<file path="src/rtl/ramp_audit.sv">
module ramp_audit #(
  parameter int DW      = 16,
  parameter int RUN_LEN = 64,
  parameter int SLACK   = 6
) (
  input  logic                         clk,
  input  logic                         rst_n,
  input  logic                         start,
  input  logic                         stop,
  input  logic                         smp_vld,
  input  logic [DW-1:0]                smp_data,
  output logic                         done,
  output logic                         pass,
  output logic [$clog2(RUN_LEN+1)-1:0] good_cnt,
  output logic [$clog2(RUN_LEN+1)-1:0] dup_cnt,
  output logic [$clog2(RUN_LEN+1)-1:0] jump_cnt
);
  localparam int CW = $clog2(RUN_LEN+1);

  logic          active, have_ref;
  logic [DW-1:0] ref_q;
  logic [CW-1:0] smp_q;

  wire          take    = active && smp_vld && !start;
  wire [DW-1:0] delta   = smp_data - ref_q;
  wire          cmp     = take && have_ref;
  wire          is_good = cmp && (delta == DW'(1));
  wire          is_dup  = cmp && (delta == '0);
  wire          is_jump = cmp && !is_good && !is_dup;

  wire [CW-1:0] good_n = good_cnt + CW'(is_good);
  wire [CW-1:0] dup_n  = dup_cnt  + CW'(is_dup);
  wire [CW-1:0] jump_n = jump_cnt + CW'(is_jump);
  wire [CW-1:0] smp_n  = smp_q    + CW'(take);

  wire finish  = active && !start && (stop || (take && smp_n == CW'(RUN_LEN)));
  wire verdict = ({1'b0, good_n} + (CW+1)'(SLACK) >= {1'b0, smp_n}) &&
                 (dup_n == '0) && (jump_n == '0);

  always_ff @(posedge clk or negedge rst_n) begin
    if (!rst_n) begin
      active   <= 1'b0;
      have_ref <= 1'b0;
      ref_q    <= '0;
      smp_q    <= '0;
      good_cnt <= '0;
      dup_cnt  <= '0;
      jump_cnt <= '0;
      done     <= 1'b0;
      pass     <= 1'b0;
    end else begin
      done <= finish;
      if (start) begin
        active   <= 1'b1;
        have_ref <= 1'b0;
        smp_q    <= '0;
        good_cnt <= '0;
        dup_cnt  <= '0;
        jump_cnt <= '0;
        pass     <= 1'b0;
      end else begin
        if (take) begin
          have_ref <= 1'b1;
          ref_q    <= smp_data;
        end
        smp_q    <= smp_n;
        good_cnt <= good_n;
        dup_cnt  <= dup_n;
        jump_cnt <= jump_n;
        if (finish) begin
          active <= 1'b0;
          pass   <= verdict;
        end
      end
    end
  end

  assert_start_clears_R1: assert property (@(posedge clk) disable iff (!rst_n)
    start |=> (good_cnt == '0 && dup_cnt == '0 && jump_cnt == '0 && !pass));

  assert_done_single_R7: assert property (@(posedge clk) disable iff (!rst_n)
    done |=> !done);

  assert_dup_fails_R9: assert property (@(posedge clk) disable iff (!rst_n)
    (done && dup_cnt != '0) |-> !pass);

  assert_jump_fails_R9: assert property (@(posedge clk) disable iff (!rst_n)
    (done && jump_cnt != '0) |-> !pass);

  assert_pass_hold_R9: assert property (@(posedge clk) disable iff (!rst_n)
    (!start && !finish) |=> $stable(pass));

  assert_idle_stop_R10: assert property (@(posedge clk) disable iff (!rst_n)
    (!active && !start) |=> (!done && $stable(good_cnt) && $stable(dup_cnt) && $stable(jump_cnt)));

  assert_count_bound_R3: assert property (@(posedge clk) disable iff (!rst_n)
    ({1'b0, good_cnt} + {1'b0, dup_cnt} + {1'b0, jump_cnt} < (CW+1)'(RUN_LEN)));
endmodule

</file>
<file path="config.mk">
export PLATFORM = sky130hd
export DESIGN_NAME = ramp_audit
export DESIGN_NICKNAME = d
export VERILOG_FILES = /design/src/rtl/ramp_audit.sv
export SDC_FILE = /design/constraint.sdc
export NUM_CORES = 1
export LEC_CHECK = 0
export ABC_AREA = 0
export BUFFER_PORTS_ARGS = -buffer_cell sky130_fd_sc_hd__buf_4
export CAP_MARGIN = 40
export CORE_ASPECT_RATIO = 0.9
export CORE_MARGIN = 5
export CORE_UTILIZATION = 24
export DETAILED_ROUTE_END_ITERATION = 7
export PLACE_DENSITY_LB_ADDON = 0.08
export SYNTH_ARGS = -nofsm -noshare
export SYNTH_HDL_FRONTEND = slang
export SYNTH_SLANG_ARGS = --single-unit
</file>
<file path="constraint.sdc">
create_clock -name clk -period 7.3 [get_ports clk]
set_clock_uncertainty 0.2 [all_clocks]
set_input_delay 1.46 -clock clk [delete_from_list [all_inputs] [get_ports clk]]
set_output_delay 1.46 -clock clk [all_outputs]
set_load 0.03 [all_outputs]
</file>
==> flow_summary_export.csv <==
group,metric,value,unit
final_layout,fillers,1496,
sta,tightest_slew,0.648,ns
logic_synthesis,synth.most_common_cell,"dfrtp_1",
critical_path,cp.arrival,6.06,ns
floorplan,dieArea,16400,µm²
critical_path,crit_top_cell,"ha_1",
sta,max_freq,0.165,GHz
clocking,clock_path_buffers,2,
logic_synthesis,yosys.area_share.simple,0.217,
clocking,h-tree-depth,2,
logic_synthesis,synth_flop_cell,"dfrtp_1",
critical_path,crit_type,"in -> reg",
critical_path,critical_path_required,7.28,ns
logic_synthesis,synth_cells,380,
clocking,clkTransAtPathRegs,0.07,ns
final_layout,final-seq-area,1200,µm²
worst_hold_path,hold_depth,2,
clocking,cts_tree,"built",
flow_run,max_cap_violations,0,
route,vias,2843,
clocking,cts_num_sinks,48,
route,wire_per_inst,15.0,µm
clocking,cts_setup_buffers,0,
sta,final_hold_viol_count,0,
critical_path,worstPathCellList,"buf_4 -> ha_1 -> a21o_2 -> or3_1 -> a2111o_1 -> a2111oi_4 -> nand4_2 -> nor4_2 -> ha_1 -> ha_1 -> nand3_1 -> xor2_1 -> xnor2_1 -> ha_1 -> a21oi_1 -> o21ai_0 -> a21o_1 -> a221o_1 -> a31o_2",
outcome,outcome,"completed",
floorplan,die_w,135,µm
critical_path,crit_buf_inv,1,
logic_synthesis,synthMuxAreaShare,0.00597,
route,postRouteAntennaNets,0,
final_layout,drive_gt1_frac,0.152,
worst_hold_path,hp-start,"ref_q[0]$_DFFE_PN0P_",
pwr,leakagePower,1.86,nW
logic_synthesis,netlist.area_leader.share,0.358,
route,dr.pass1.iters,4,
critical_path,critPathLaunchType,"input pin",
critical_path,reg2reg_to,"pass$_DFFE_PN0P_",
sta,finalSetupViolCount,0,
critical_path,critPathSlowestCell,"a2111o_1",
logic_synthesis,synth_top_family_by_area,"simple AND/OR/NAND/NOR gates",
floorplan,rows,41,
final_layout,n_antenna_cell,0,
critical_path,cp-startpoint,"smp_data[4]",
logic_synthesis,synth_nets,433,
clocking,postCtsResizedCells,0,
final_layout,multi_input_area,2000,µm²
sta,fin_crit_sh,0.832,
logic_synthesis,yosysTopAreaCell,"dfrtp_1",
final_layout,utilization,0.292,
critical_path,crit_family,"compound AO/OA/AOI/OAI gates",
critical_path,reg2reg_depth,19,
clocking,hold_buffers,0,
final_layout,nets,473,
critical_path,r2r_setup_slack,2.15,ns
global_route,grt_start_max_net_pins,49,
logic_synthesis,yosys_warnings,0,
floorplan,die_y,122,µm
sta,final-max-slew-violation-count,0,
sta,setup_tns,0,ns
logic_synthesis,yosys.area_share.xor_xnor,0.0732,
global_route,grt_first_pass_wirelength,14500,µm
place,detailedPlace.worstSlack,0.903,ns
route,drtIter0Drc,138,
route,wirelength,8920,µm
worst_hold_path,hold_end,"ref_q[0]$_DFFE_PN0P_",
sta,final.min_clock_period,6.08,ns
logic_synthesis,avgSynthCellArea,8.82,µm²
sta,slew_headroom,0.568,
logic_synthesis,synth-edff-count,0,
global_route,overflow,0,
clocking,cts_buffers,5,
sta,grt_setup_unrepaired,"no",
logic_synthesis,ys_top_cells_by_count,"dfrtp_1, nor2_1, nand2_1",
pwr,ir_drop,0.0878,mV
place,gp_congestion,0.795,
clocking,clkLatencyLatePin,0.30,ns
worst_hold_path,hold_class,"reg -> reg",
floorplan,initial_core_util,0.242,
logic_synthesis,synth.distinct_cells,54,
global_route,grt_usage,0.112,
place,dp_hpwl,6610,µm
global_route,antenna_found_initial,0,
critical_path,cpPeakStageDelay,0.45,ns
logic_synthesis,synth_area,3350,µm²
logic_synthesis,synth_adder_area_share,0.122,
clocking,root_buffer,"clkbuf_16",
sta,setup_ws,1.22,ns
critical_path,r2r_start,"ref_q[4]$_DFFE_PN0P_",
place,portBuffers,43,
sta,finalHoldWorstSlack,0.295,ns
pwr,power_density,211,nW/µm²
floorplan,core,13900,µm²
route,vias_per_cell,4.79,
final_layout,syn2layout_area_growth,20.8,%
logic_synthesis,ys_async_sr_fraction,1.00,
logic_synthesis,ys_ff_latch,48,
logic_synthesis,synthTopCellsByArea,"dfrtp_1, ha_1, nor2_1, xor2_1, o21ai_0",
logic_synthesis,synth_compound_area_frac,0.178,
floorplan,io_pins,44,
global_route,grt_pass1_vias,2766,
logic_synthesis,ys_seq_area_frac,0.358,
route,drc,0,
critical_path,cp-end-kind,"flop",
critical_path,path_max_fanout,8,
through the flow:
| stage | cells | area (µm²) | total power, mW |
|---|---|---|---|
| 4_1_cts | 593 | 4050 | 0.868 |
| 5_1_grt | 593 | 4050 | 0.909 |
| 6_report | 593 | 4050 | 0.855 |
| 3_3_place_gp | 584 | 3850 | 0.550 |
| 3_5_place_dp | 585 | 3850 | 0.546 |
| 2_1_floorplan | 380 | 3350 | 0.472 |
power by group:
part	total, mW	switching (mW)	internal (mW)
sequential	0.289	0.00624	0.283
combinational	0.252	0.154	0.0987
clock	0.313	0.115	0.198
total	0.855	0.275	0.580
flip-flops by register name, indices dropped and copies added, names as in the netlist:
| register | count |
|---|---|
| ref_q | 16 |
| dup_cnt | 7 |
| good_cnt | 7 |
| jump_cnt | 7 |
| smp_q | 7 |
| active | 1 |
| done | 1 |
| have_ref | 1 |
| pass | 1 |
worst reg2reg max path, cell delays in order, from the launching register on:
cell and delay [ns]:
dfrtp_1 0.32, inv_1 0.05, ha_1 0.37, a21o_2 0.28
or3_1 0.37, a2111o_1 0.45, a2111oi_4 0.31, nand4_2 0.17
nor4_2 0.26, ha_1 0.23, ha_1 0.20, nand3_1 0.12
xor2_1 0.31, xnor2_1 0.16, ha_1 0.26, a21oi_1 0.13
o21ai_0 0.10, a21o_1 0.18, a221o_1 0.34, a31o_2 0.23
worst max path at each step:
stage / to / depth (start not counted)
2_1_floorplan: pass$_DFFE_PN0P_ / 18
3_3_place_gp: pass$_DFFE_PN0P_ / 17
3_5_place_dp: pass$_DFFE_PN0P_ / 19
4_1_cts: pass$_DFFE_PN0P_ / 19
5_1_grt: pass$_DFFE_PN0P_ / 22
6_report: pass$_DFFE_PN0P_ / 19
metal layers:
metal,GRT usage,vias up,wire length [µm],share of wire
met5,0,-,0,0
met4,0.0344,0,125,0.014
met3,0.0273,11,399,0.045
met2,0.178,64,4210,0.47
met1,0.150,1344,4190,0.47
li1,-,1424,-,-
cell usage in the layout, fill, tap and decap left out, types with 7 or more instances in the layout:
cell type	synthesis	final
nand2b_1	7	7
nand3_1	17	17
xor2_1	15	15
a21o_1	7	7
dfrtp_1	48	48
o21ai_0	26	26
inv_1	28	28
nor2_1	41	41
and3_1	7	7
nand2_1	33	33
ha_1	31	31
xnor2_1	13	13
buf_4	0	44
a21oi_1	10	10
nor3_1	9	9
area by class of cell:
| cell class | count | area share |
|---|---|---|
| timing repair buffer | 45 | 0.0825 |
| multi-input combinational | 292 | 0.494 |
| clock inverter | 3 | 0.0170 |
| sequential | 48 | 0.297 |
| inverter | 28 | 0.0260 |
| clock buffer | 5 | 0.0309 |
| tap | 172 | 0.0532 |
cells by family after synthesis:
logic type | count (synthesis)
adder cells (fa/ha/maj) | 32
AO/OA/AOI/OAI | 84
flip-flops | 48
buffers and inverters | 40
AND/OR/NAND/NOR | 146
multiplexers | 2
XOR/XNOR | 28
Power figures use the tool's default switching activity.
